[src/rtl/tlb_asid_pkg.sv]
package tlb_asid_pkg;
    localparam int VPN_W       = 20;
    localparam int ASID_W      = 8;
    localparam int PFN_W       = 20;
    localparam int WORD_W      = 32;
    localparam int HI_VPN2_LSB = 13;
    localparam int HI_INV_BIT  = 10;
    localparam int LO_G_BIT    = 0;
    localparam int LO_PFN_LSB  = 6;
    localparam int LO_RI_BIT   = 30;
    localparam int LO_XI_BIT   = 31;
    localparam int FEAT_INV_BIT = 29;

    typedef struct packed {
        logic [VPN_W-2:0]  vpn2;
        logic [ASID_W-1:0] asid;
        logic              g;
        logic [PFN_W-1:0]  pfn0;
        logic [PFN_W-1:0]  pfn1;
        logic              xi0;
        logic              xi1;
        logic              ri0;
        logic              ri1;
    } tlb_ent_t;

    typedef enum logic [1:0] {
        CMD_IDLE,
        CMD_WRITE,
        CMD_INV_ASID,
        CMD_FLUSH
    } slot_cmd_e;

    function automatic tlb_ent_t unpack_words(
        input logic [WORD_W-1:0] hi,
        input logic [WORD_W-1:0] lo0,
        input logic [WORD_W-1:0] lo1
    );
        tlb_ent_t e;
        e.vpn2 = hi[WORD_W-1:HI_VPN2_LSB];
        e.asid = hi[ASID_W-1:0];
        e.g    = lo0[LO_G_BIT] & lo1[LO_G_BIT];
        e.pfn0 = lo0[LO_PFN_LSB +: PFN_W];
        e.pfn1 = lo1[LO_PFN_LSB +: PFN_W];
        e.xi0  = lo0[LO_XI_BIT];
        e.xi1  = lo1[LO_XI_BIT];
        e.ri0  = lo0[LO_RI_BIT];
        e.ri1  = lo1[LO_RI_BIT];
        return e;
    endfunction
endpackage

[src/rtl/tlb_slot.sv]
module tlb_slot
    import tlb_asid_pkg::*;
(
    input  logic              clk,
    input  logic              rst_n,
    input  slot_cmd_e         cmd,
    input  tlb_ent_t          wr_ent,
    input  logic              wr_inv,
    input  logic [ASID_W-1:0] cmd_asid,
    output tlb_ent_t          ent,
    output logic              valid
);
    logic valid_nxt;

    always_comb begin
        valid_nxt = valid;
        unique case (cmd)
            CMD_IDLE:     valid_nxt = valid;
            CMD_WRITE:    valid_nxt = !wr_inv;
            CMD_INV_ASID: if (!ent.g && ent.asid == cmd_asid) valid_nxt = 1'b0;
            CMD_FLUSH:    valid_nxt = 1'b0;
            default:      valid_nxt = valid;
        endcase
    end

    always_ff @(posedge clk or negedge rst_n) begin
        if (!rst_n) begin
            valid <= 1'b0;
            ent   <= '0;
        end else begin
            valid <= valid_nxt;
            if (cmd == CMD_WRITE) ent <= wr_ent;
        end
    end
endmodule

[src/rtl/tlb_lookup.sv]
module tlb_lookup
    import tlb_asid_pkg::*;
#(
    parameter  int ENTRIES = 16,
    localparam int IDX_W   = $clog2(ENTRIES)
) (
    input  tlb_ent_t           ents [ENTRIES],
    input  logic [ENTRIES-1:0] valid,
    input  logic [VPN_W-1:0]   lk_vpn,
    input  logic [ASID_W-1:0]  lk_asid,
    output logic               hit,
    output logic [IDX_W-1:0]   idx,
    output logic [PFN_W-1:0]   pfn,
    output logic               xi,
    output logic               ri
);
    logic [ENTRIES-1:0] match;

    for (genvar gi = 0; gi < ENTRIES; gi++) begin : g_match
        assign match[gi] = valid[gi]
                         && ents[gi].vpn2 == lk_vpn[VPN_W-1:1]
                         && (ents[gi].g || ents[gi].asid == lk_asid);
    end

    always_comb begin
        idx = '0;
        for (int i = ENTRIES - 1; i >= 0; i--) begin
            if (match[i]) idx = IDX_W'(i);
        end
    end

    always_comb begin
        hit = |match;
        pfn = '0;
        xi  = 1'b0;
        ri  = 1'b0;
        if (hit) begin
            pfn = lk_vpn[0] ? ents[idx].pfn1 : ents[idx].pfn0;
            xi  = lk_vpn[0] ? ents[idx].xi1  : ents[idx].xi0;
            ri  = lk_vpn[0] ? ents[idx].ri1  : ents[idx].ri0;
        end
    end
endmodule

[src/rtl/tlb_asid_inv.sv]
module tlb_asid_inv
    import tlb_asid_pkg::*;
#(
    parameter  int ENTRIES = 16,
    localparam int IDX_W   = $clog2(ENTRIES)
) (
    input  logic              clk,
    input  logic              rst_n,
    input  logic              wr_en,
    input  logic [IDX_W-1:0]  wr_idx,
    input  logic [WORD_W-1:0] wr_hi,
    input  logic [WORD_W-1:0] wr_lo0,
    input  logic [WORD_W-1:0] wr_lo1,
    input  logic              inv_asid_req,
    input  logic              inv_all_req,
    input  logic [ASID_W-1:0] inv_asid,
    input  logic [VPN_W-1:0]  lk_vpn,
    input  logic [ASID_W-1:0] lk_asid,
    output logic              lk_hit,
    output logic [IDX_W-1:0]  lk_idx,
    output logic [PFN_W-1:0]  lk_pfn,
    output logic              lk_xi,
    output logic              lk_ri,
    output logic [WORD_W-1:0] feat_word
);
    tlb_ent_t           wr_ent;
    tlb_ent_t           ents [ENTRIES];
    logic [ENTRIES-1:0] valid;
    slot_cmd_e          bulk_cmd;
    logic               unused_bits;

    assign wr_ent      = unpack_words(wr_hi, wr_lo0, wr_lo1);
    assign unused_bits = ^{wr_hi[12:11], wr_hi[9:8], wr_lo0[29:26], wr_lo0[5:1],
                           wr_lo1[29:26], wr_lo1[5:1]};

    always_comb begin
        feat_word = '0;
        feat_word[FEAT_INV_BIT] = 1'b1;
    end

    always_comb begin
        if (inv_all_req)       bulk_cmd = CMD_FLUSH;
        else if (inv_asid_req) bulk_cmd = CMD_INV_ASID;
        else                   bulk_cmd = CMD_IDLE;
    end

    for (genvar gi = 0; gi < ENTRIES; gi++) begin : g_slot
        slot_cmd_e slot_cmd;
        assign slot_cmd = (wr_en && wr_idx == IDX_W'(gi)) ? CMD_WRITE : bulk_cmd;

        tlb_slot u_slot (
            .clk      (clk),
            .rst_n    (rst_n),
            .cmd      (slot_cmd),
            .wr_ent   (wr_ent),
            .wr_inv   (wr_hi[HI_INV_BIT]),
            .cmd_asid (inv_asid),
            .ent      (ents[gi]),
            .valid    (valid[gi])
        );
    end

    tlb_lookup #(.ENTRIES(ENTRIES)) u_lookup (
        .ents    (ents),
        .valid   (valid),
        .lk_vpn  (lk_vpn),
        .lk_asid (lk_asid),
        .hit     (lk_hit),
        .idx     (lk_idx),
        .pfn     (lk_pfn),
        .xi      (lk_xi),
        .ri      (lk_ri)
    );
endmodule

[config.mk]
export PLATFORM = sky130hd
export DESIGN_NAME = tlb_asid_inv
export DESIGN_NICKNAME = d
export VERILOG_FILES = /design/src/rtl/tlb_asid_pkg.sv /design/src/rtl/tlb_slot.sv /design/src/rtl/tlb_lookup.sv /design/src/rtl/tlb_asid_inv.sv
export SDC_FILE = /design/constraint.sdc
export NUM_CORES = 2
export LEC_CHECK = 0
export ABC_AREA = 1
export BUFFER_PORTS_ARGS = -buffer_cell sky130_fd_sc_hd__buf_2
export CAP_MARGIN = 5
export CORE_ASPECT_RATIO = 1.75
export CORE_MARGIN = 3
export CORE_UTILIZATION = 63
export DETAILED_ROUTE_END_ITERATION = 10
export HOLD_SLACK_MARGIN = 0.08
export PLACE_DENSITY_LB_ADDON = 0.12
export SYNTH_ARGS = -nofsm -noshare
export SYNTH_HDL_FRONTEND = slang
export SYNTH_HIERARCHICAL = 1
export SYNTH_SLANG_ARGS = --single-unit
[constraint.sdc]
create_clock -name clk -period 3.3 [get_ports clk]
set_input_delay 0.165 -clock clk [delete_from_list [all_inputs] [get_ports clk]]
set_output_delay 0.165 -clock clk [all_outputs]
set_load 0.005 [all_outputs]
### Word-level counts from Yosys, hierarchy flattened

Index checks and enable logic that the tools add are counted.
Widths: inputs -> output; s select.

| operators by class | value |
|---|---|
| multiplexer cells | 75 |
| bitwise operators | 18 |
| equality and inequality tests | 127 |
| reductions and logical operators | 131 |
| magnitude comparators | 1 |

Operators with widths:

| operator | number |
|---|---|
| $eq 19x19->1 | 16 |
| $bmux 72 s4 | 1 |
| $eq 8x8->1 | 32 |
| $mux 44 | 2 |
| $eq 2x2->1 const B | 32 |
| $logic_and 1x1->1 | 64 |
| $mux 4 | 16 |
| $pmux 1 s3 | 16 |
| $mux 20 | 2 |
| $mux 2 | 18 |
| $eq 2x1->1 const B | 16 |
| $eq 4x4->1 const B | 8 |
| $logic_not 2->1 | 16 |
| $ne 2x1->1 const B | 16 |
| $reduce_and 2->1 | 16 |
| $mux 1 | 20 |
| $logic_not 1->1 | 17 |
| $eq 4x3->1 const B | 4 |
| $logic_or 1x1->1 | 16 |
| $not 1->1 | 16 |
| $reduce_or 16->1 | 1 |
| $eq 4x2->1 const B | 2 |
| $ge 5x5->1 const B | 1 |
| $not 4->5 | 1 |
| 3 further kinds | 3 |

| word-level totals | value |
|---|---|
| register bits after elaboration | 1168 |
| output and inout bits | 59 |
| input port bits | 141 |
| logic and storage cells | 512 |

### Logic depth before layout (Yosys ltp)

| depth | value |
|---|---|
| depth after elaboration | 25 |
| mapped depth | 34 |
| depth with buffers taken out | 31 |

### Hierarchy

The synthesis kept the hierarchy.

By module, submodules not included:

| module | area each (um2) | cells each | instances | seq. area each (um2) |
|---|---|---|---|---|
| tlb_slot | 2884.0 | 202 | 16 | 1826.8 |
| tlb_lookup | 13282.7 | 2624 | 1 | 0.0 |
| tlb_asid_inv | 558.0 | 109 | 1 | 0.0 |

### Worst setup path before layout

OpenSTA, ideal clock, no wires.

| path | value |
|---|---|
| kind | input-to-output |
| start | input lk_vpn[3] |
| end | output lk_ri |
| data arrival time | 2.671 ns |
| path slack | 0.464 ns |
| data required time | 3.135 ns |
| cell stages on the path | 17 |
| buffers on the path | 4 |
| cell sequence | buf_4 inv_2 buf_2 o22ai_1 or4_1 nor4_1 nand4_1 and2_1 a21oi_4 inv_2 buf_2 buf_2 nand3_1 nand3_1 nand3_1 nand3_1 a21oi_1 |

| on the way | value |
|---|---|
| word-level cells in the longest chain between the ends | 25 |
| elaborated cells on any way between the ends | 71 |
| classes of those cells | eq/ne (16); mux (21); bitwise (1); reduce/logical (33) |

RTL lines:

| what | line | text |
|---|---|---|
| from (decl) | tlb_asid_inv.sv:17 | `input logic [VPN_W-1:0] lk_vpn,` |
| $eq 19x19->1 | tlb_lookup.sv:21 | `&& ents[gi].vpn2 == lk_vpn[VPN_W-1:1]` |
| $logic_and 1x1->1 | tlb_lookup.sv:21 |  |
| $logic_and 1x1->1 | tlb_lookup.sv:22 | `&& (ents[gi].g \|\| ents[gi].asid == lk_asid);` |
| $mux 4 (16 in series) | tlb_lookup.sv:28 | `if (match[i]) idx = IDX_W'(i);` |
| $not 4->5 (implied by the code) | tlb_lookup.sv:40 | `ri = lk_vpn[0] ? ents[idx].ri1 : ents[idx].ri0;` |
| $bmux 72 s4 | tlb_lookup.sv:40 |  |
| $mux 44 (2 in series) | -- |  |
| $mux 1 | tlb_lookup.sv:40 |  |
| $mux 1 * | tlb_lookup.sv:37 | `if (hit) begin` |
| to (decl) | tlb_asid_inv.sv:23 | `output logic lk_ri,` |

Every way passes the cells marked *; elsewhere a longest branch is shown, timed or not. The select of a mux whose other input is x is not followed.

### Worst setup path after layout

| path | value |
|---|---|
| start | register g_slot[11].u_slot/ent[47] (netlist name) |
| end | output lk_pfn[13] |

| on the way | value |
|---|---|
| word-level cells in the longest chain between the ends | 21 |
| elaborated cells on any way between the ends | 22 |
| classes of those cells | eq/ne (1); mux (17); bitwise (1); reduce/logical (3) |

RTL lines:

| what | line | text |
|---|---|---|
| from (decl) | tlb_slot.sv:10 | `output tlb_ent_t ent,` |
| from (signal assigned) | tlb_slot.sv:32 | `if (cmd == CMD_WRITE) ent <= wr_ent;` |
| $eq 8x8->1 * | tlb_lookup.sv:22 |  |
| $logic_or 1x1->1 * | tlb_lookup.sv:22 |  |
| $logic_and 1x1->1 * | tlb_lookup.sv:22 |  |
| $mux 4 (12 in series) | tlb_lookup.sv:28 |  |
| $not 4->5 (implied by the code) | tlb_lookup.sv:38 | `pfn = lk_vpn[0] ? ents[idx].pfn1 : ents[idx].pfn0;` |
| $bmux 72 s4 | tlb_lookup.sv:38 |  |
| $mux 44 (2 in series) | -- |  |
| $mux 20 | tlb_lookup.sv:38 |  |
| $mux 20 * | tlb_lookup.sv:37 |  |
| to (decl) | tlb_asid_inv.sv:21 | `output logic [PFN_W-1:0] lk_pfn,` |

Marked as above.

==> summary.md <==
| Metric | Value |
|---|---|
| Mapped Avg Cell Area | 10.1 um^2 |
| FF-to-FF setup slack | 1500 ps |
| Number of synthesized flops with an enable pin | 0 |
| CTS tree | done |
| Number of synthesis warnings | 6 |
| Slowest stage cell, crit path | dfrtp_1 |
| Hpwl dp | 130,000 um |
| Top cell type by total area after synthesis | dfrtp_1 |
| Skew final | 15.3 ps |
| CTS root buf | clkbuf_16 |
| Reg area | 29,200 um^2 |
| Worst hold path class | in -> reg |
| Hold path cells | 2 |
| Hold path startpoint | wr_hi[13] |
| Largest net degree at the start of global routing | 99 |
| Global placer's final weighted congestion | 0.961 |
| Routed via count | 50,800 |
| Leakage | 0.0342 uW |
| Actual slew at the worst max-slew pin | 1040 ps |
| Period utilization | 1.43 |
| Worst vdd ir | 0.000629 V |
| Port bufs | 145 |
| Final wirelength | 216,000 um |
| Final TNS setup | -32,620 ps |
| Row cnt | 149 |
| Maximum clock rate | 212 MHz |
| Met2 Resource Use GR | 0.678 |
| Failing checks | setup timing |
| Final Worst Setup Slack | -1410 ps |
| Drt wl/cell | 27.5 um |
| Most instantiated library cell after synthesis | dfrtp_1 |
| Vias in the first global route | 51,000 |
| Worst slew margin | 0.305 |
| All-layer global routing usage | 0.423 |
| Critical path type | reg -> out |
| Hold Crit Endpoint | g_slot[9].u_slot/ent[53] |
| Die area | 99,100 um^2 |
| CTS buffer count | 106 |
| Yosys top cell area share | 0.487 |
| Post-synthesis register bit count | 1,168 |
| TritonCTS Sinks | 1,168 |
| DRT iter0 DRCs | 5,321 |
| Power per cell area | 568 nW/um^2 |
| CP startpoint | g_slot[11].u_slot/ent[47] |
| Core Area | 94,300 um^2 |
| Commonest cells post-synth | dfrtp_1 (1,168), nand3_1 (1,051), nand2_1 (938) |
| Reg2reg start | g_slot[12].u_slot/ent[52] |
| Initial antenna violation count | 22 |
| Worst setup SP type | flop |
| Mapped cell area | 60,000 um^2 |
| Area Overhead vs Synth | 22.3% |
| CP max stage delay | 440 ps |
| Final slew viol count | 0 |
| Primary FF master, synth | dfrtp_1 |
| Unrepaired setup endpoints after global routing | true |
| Layout cells sized above 1 | 0.353 |
| GR Layer Usage met1 | 0.483 |
| Nets | 6,687 |
| Most frequent CP cell | nand2_2 |
| Most used routing layer | met2 |
| Final min period | 4710 ps |
| Die width | 239 um |
| Post-layout util | 0.778 |
| Clk slew on worst S/H paths | 70 ps |
| Routed Antenna Nets | 0 |
| Grt ovf | 0 |
| Top cells by area, synth | dfrtp_1 (49%), mux2_2 (17%), nand3_1 (8.8%), nand2_1 (5.9%), mux2_4 (3.2%) |
| Gate count after technology mapping | 5,965 |
| WP data arrival | 4550 ps |
| Worst-case clock buffer depth | 3 |
| Global-route wire length before repair | 314,000 um |
| Remaining DRCs | 0 |
| Die Span Y | 414 um |
| Seq/Total Area, Yosys | 0.487 |
| Fill cells | 6,157 |
| Final Hold Fails | 0 |
| H-tree levels | 3 |
| Fin cells | 7,863 |
| Element type at the critical path end | primary output |
| Worst reg2reg path endpoint | g_slot[12].u_slot/valid |
| Endpoints failing setup | 27 |
| Register-to-Register Path Depth | 8 |
| Vias per cell | 6.46 |
| Top-level I/O count | 200 |
| Critical Path RT | 3130 ps |
| Count of cell types in the netlist | 50 |
| Ys async rst share | 1.00 |
| Skew-Pair Late Insertion Delay | 730 ps |
| Inst Count DP | 7,509 |
| Multi-input logic area | 29,000 um^2 |
| Met3 Use GR | 0.0907 |
| Crit path max fanout | 7 |
| Initial DRT Pass Iterations | 6 |
| Status | finished with violations |
| # Max-Cap Violations | 0 |
| Starting density of the core | 0.636 |
[cell usage in the layout, fill, tap and decap left out, drive strengths merged, types with 29 or more instances in the layout]
master and count:
dlygate4sd3 62, nand4 37, nor2 335, buf 768, o21ai 109, nand3 1051, xnor2 134, mux2 1056
dfrtp 1168, a21oi 133, nand2 955, inv 301, conb 32, clkbuf 165, xor2 79, nor4 29
o22ai 45
[layout make-up]
class,count,share of cell area
inverter,301,0.0157
clock buffer,149,0.0416
sequential,1168,0.398
antenna,22,0.000750
multi-input combinational,4122,0.396
tap,1208,0.0206
clock inverter,46,0.00964
timing repair buffer,847,0.118
[per-layer routing]
| metal | share of wire | routed length (um) |
|---|---|---|
| met5 | 0.00017 | 37 |
| met3 | 0.086 | 18600 |
| met4 | 0.11 | 23700 |
| met1 | 0.33 | 72300 |
| met2 | 0.47 | 102000 |
[worst max-delay path, delay by kind of cell (launching register included)]
kind | cells | cell delay [ps]
AOI/OAI and AO/OA | 1 | 190
DFF | 1 | 440
and+or+nand+nor | 21 | 2040
buffers and inverters | 6 | 980
xor gates and xnor gates | 1 | 150
[kinds of logic (layout without fill, tap and decap cells)]
family | Yosys count | after routing | synth area share
simple gates | 2461 | 2461 | 0.182
flops | 1168 | 1168 | 0.487
mux | 1056 | 1056 | 0.206
buf+inv | 705 | 1343 | 0.0578
compound gates | 360 | 360 | 0.0354
xor+xnor | 213 | 213 | 0.0311
other cells | 2 | 54 | 0.000125
[metrics by stage]
step	total power (uW)	hold slack, ps	instance area (um^2)	setup WS (ps)
after floorplan	24200	-131	60100	464
after global placement	27200	223	65700	-1790
after detailed placement	27700	223	65700	-1700
after CTS	41200	81.1	71900	-1360
after global routing	43200	104	73300	-1560
final	41700	119	73400	-1410
[worst max-delay path by stage]
stage / depth (start not counted) / slack (ps) / to
after global placement: 29 / -1790 / lk_pfn[2]
after floorplan: 17 / 460 / lk_ri
final: 29 / -1410 / lk_pfn[13]
after detailed placement: 29 / -1700 / lk_pfn[2]
after global routing: 29 / -1560 / lk_pfn[6]
after CTS: 29 / -1360 / lk_ri
[flip-flops by register name, indices dropped and copies added (netlist names)]
name / count
g_slot.u_slot/ent: 1152
g_slot.u_slot/valid: 16
[power by group]
part	total, uW	switching (uW)	internal (uW)
combinational	9070	4420	4650
sequential	19100	1910	17200
clock	13500	5830	7660
total	41700	12200	29500
[repair_timing]
item,in CTS,in global routing
setup endpoints to repair,27,27
pin swaps,53,108
setup buffers,31,15
endpoints found under the hold margin,1553,0
resized for setup,223,182
gates cloned,17,20
hold buffers,63,0
No activity file was read; power rests on OpenSTA's default activity.
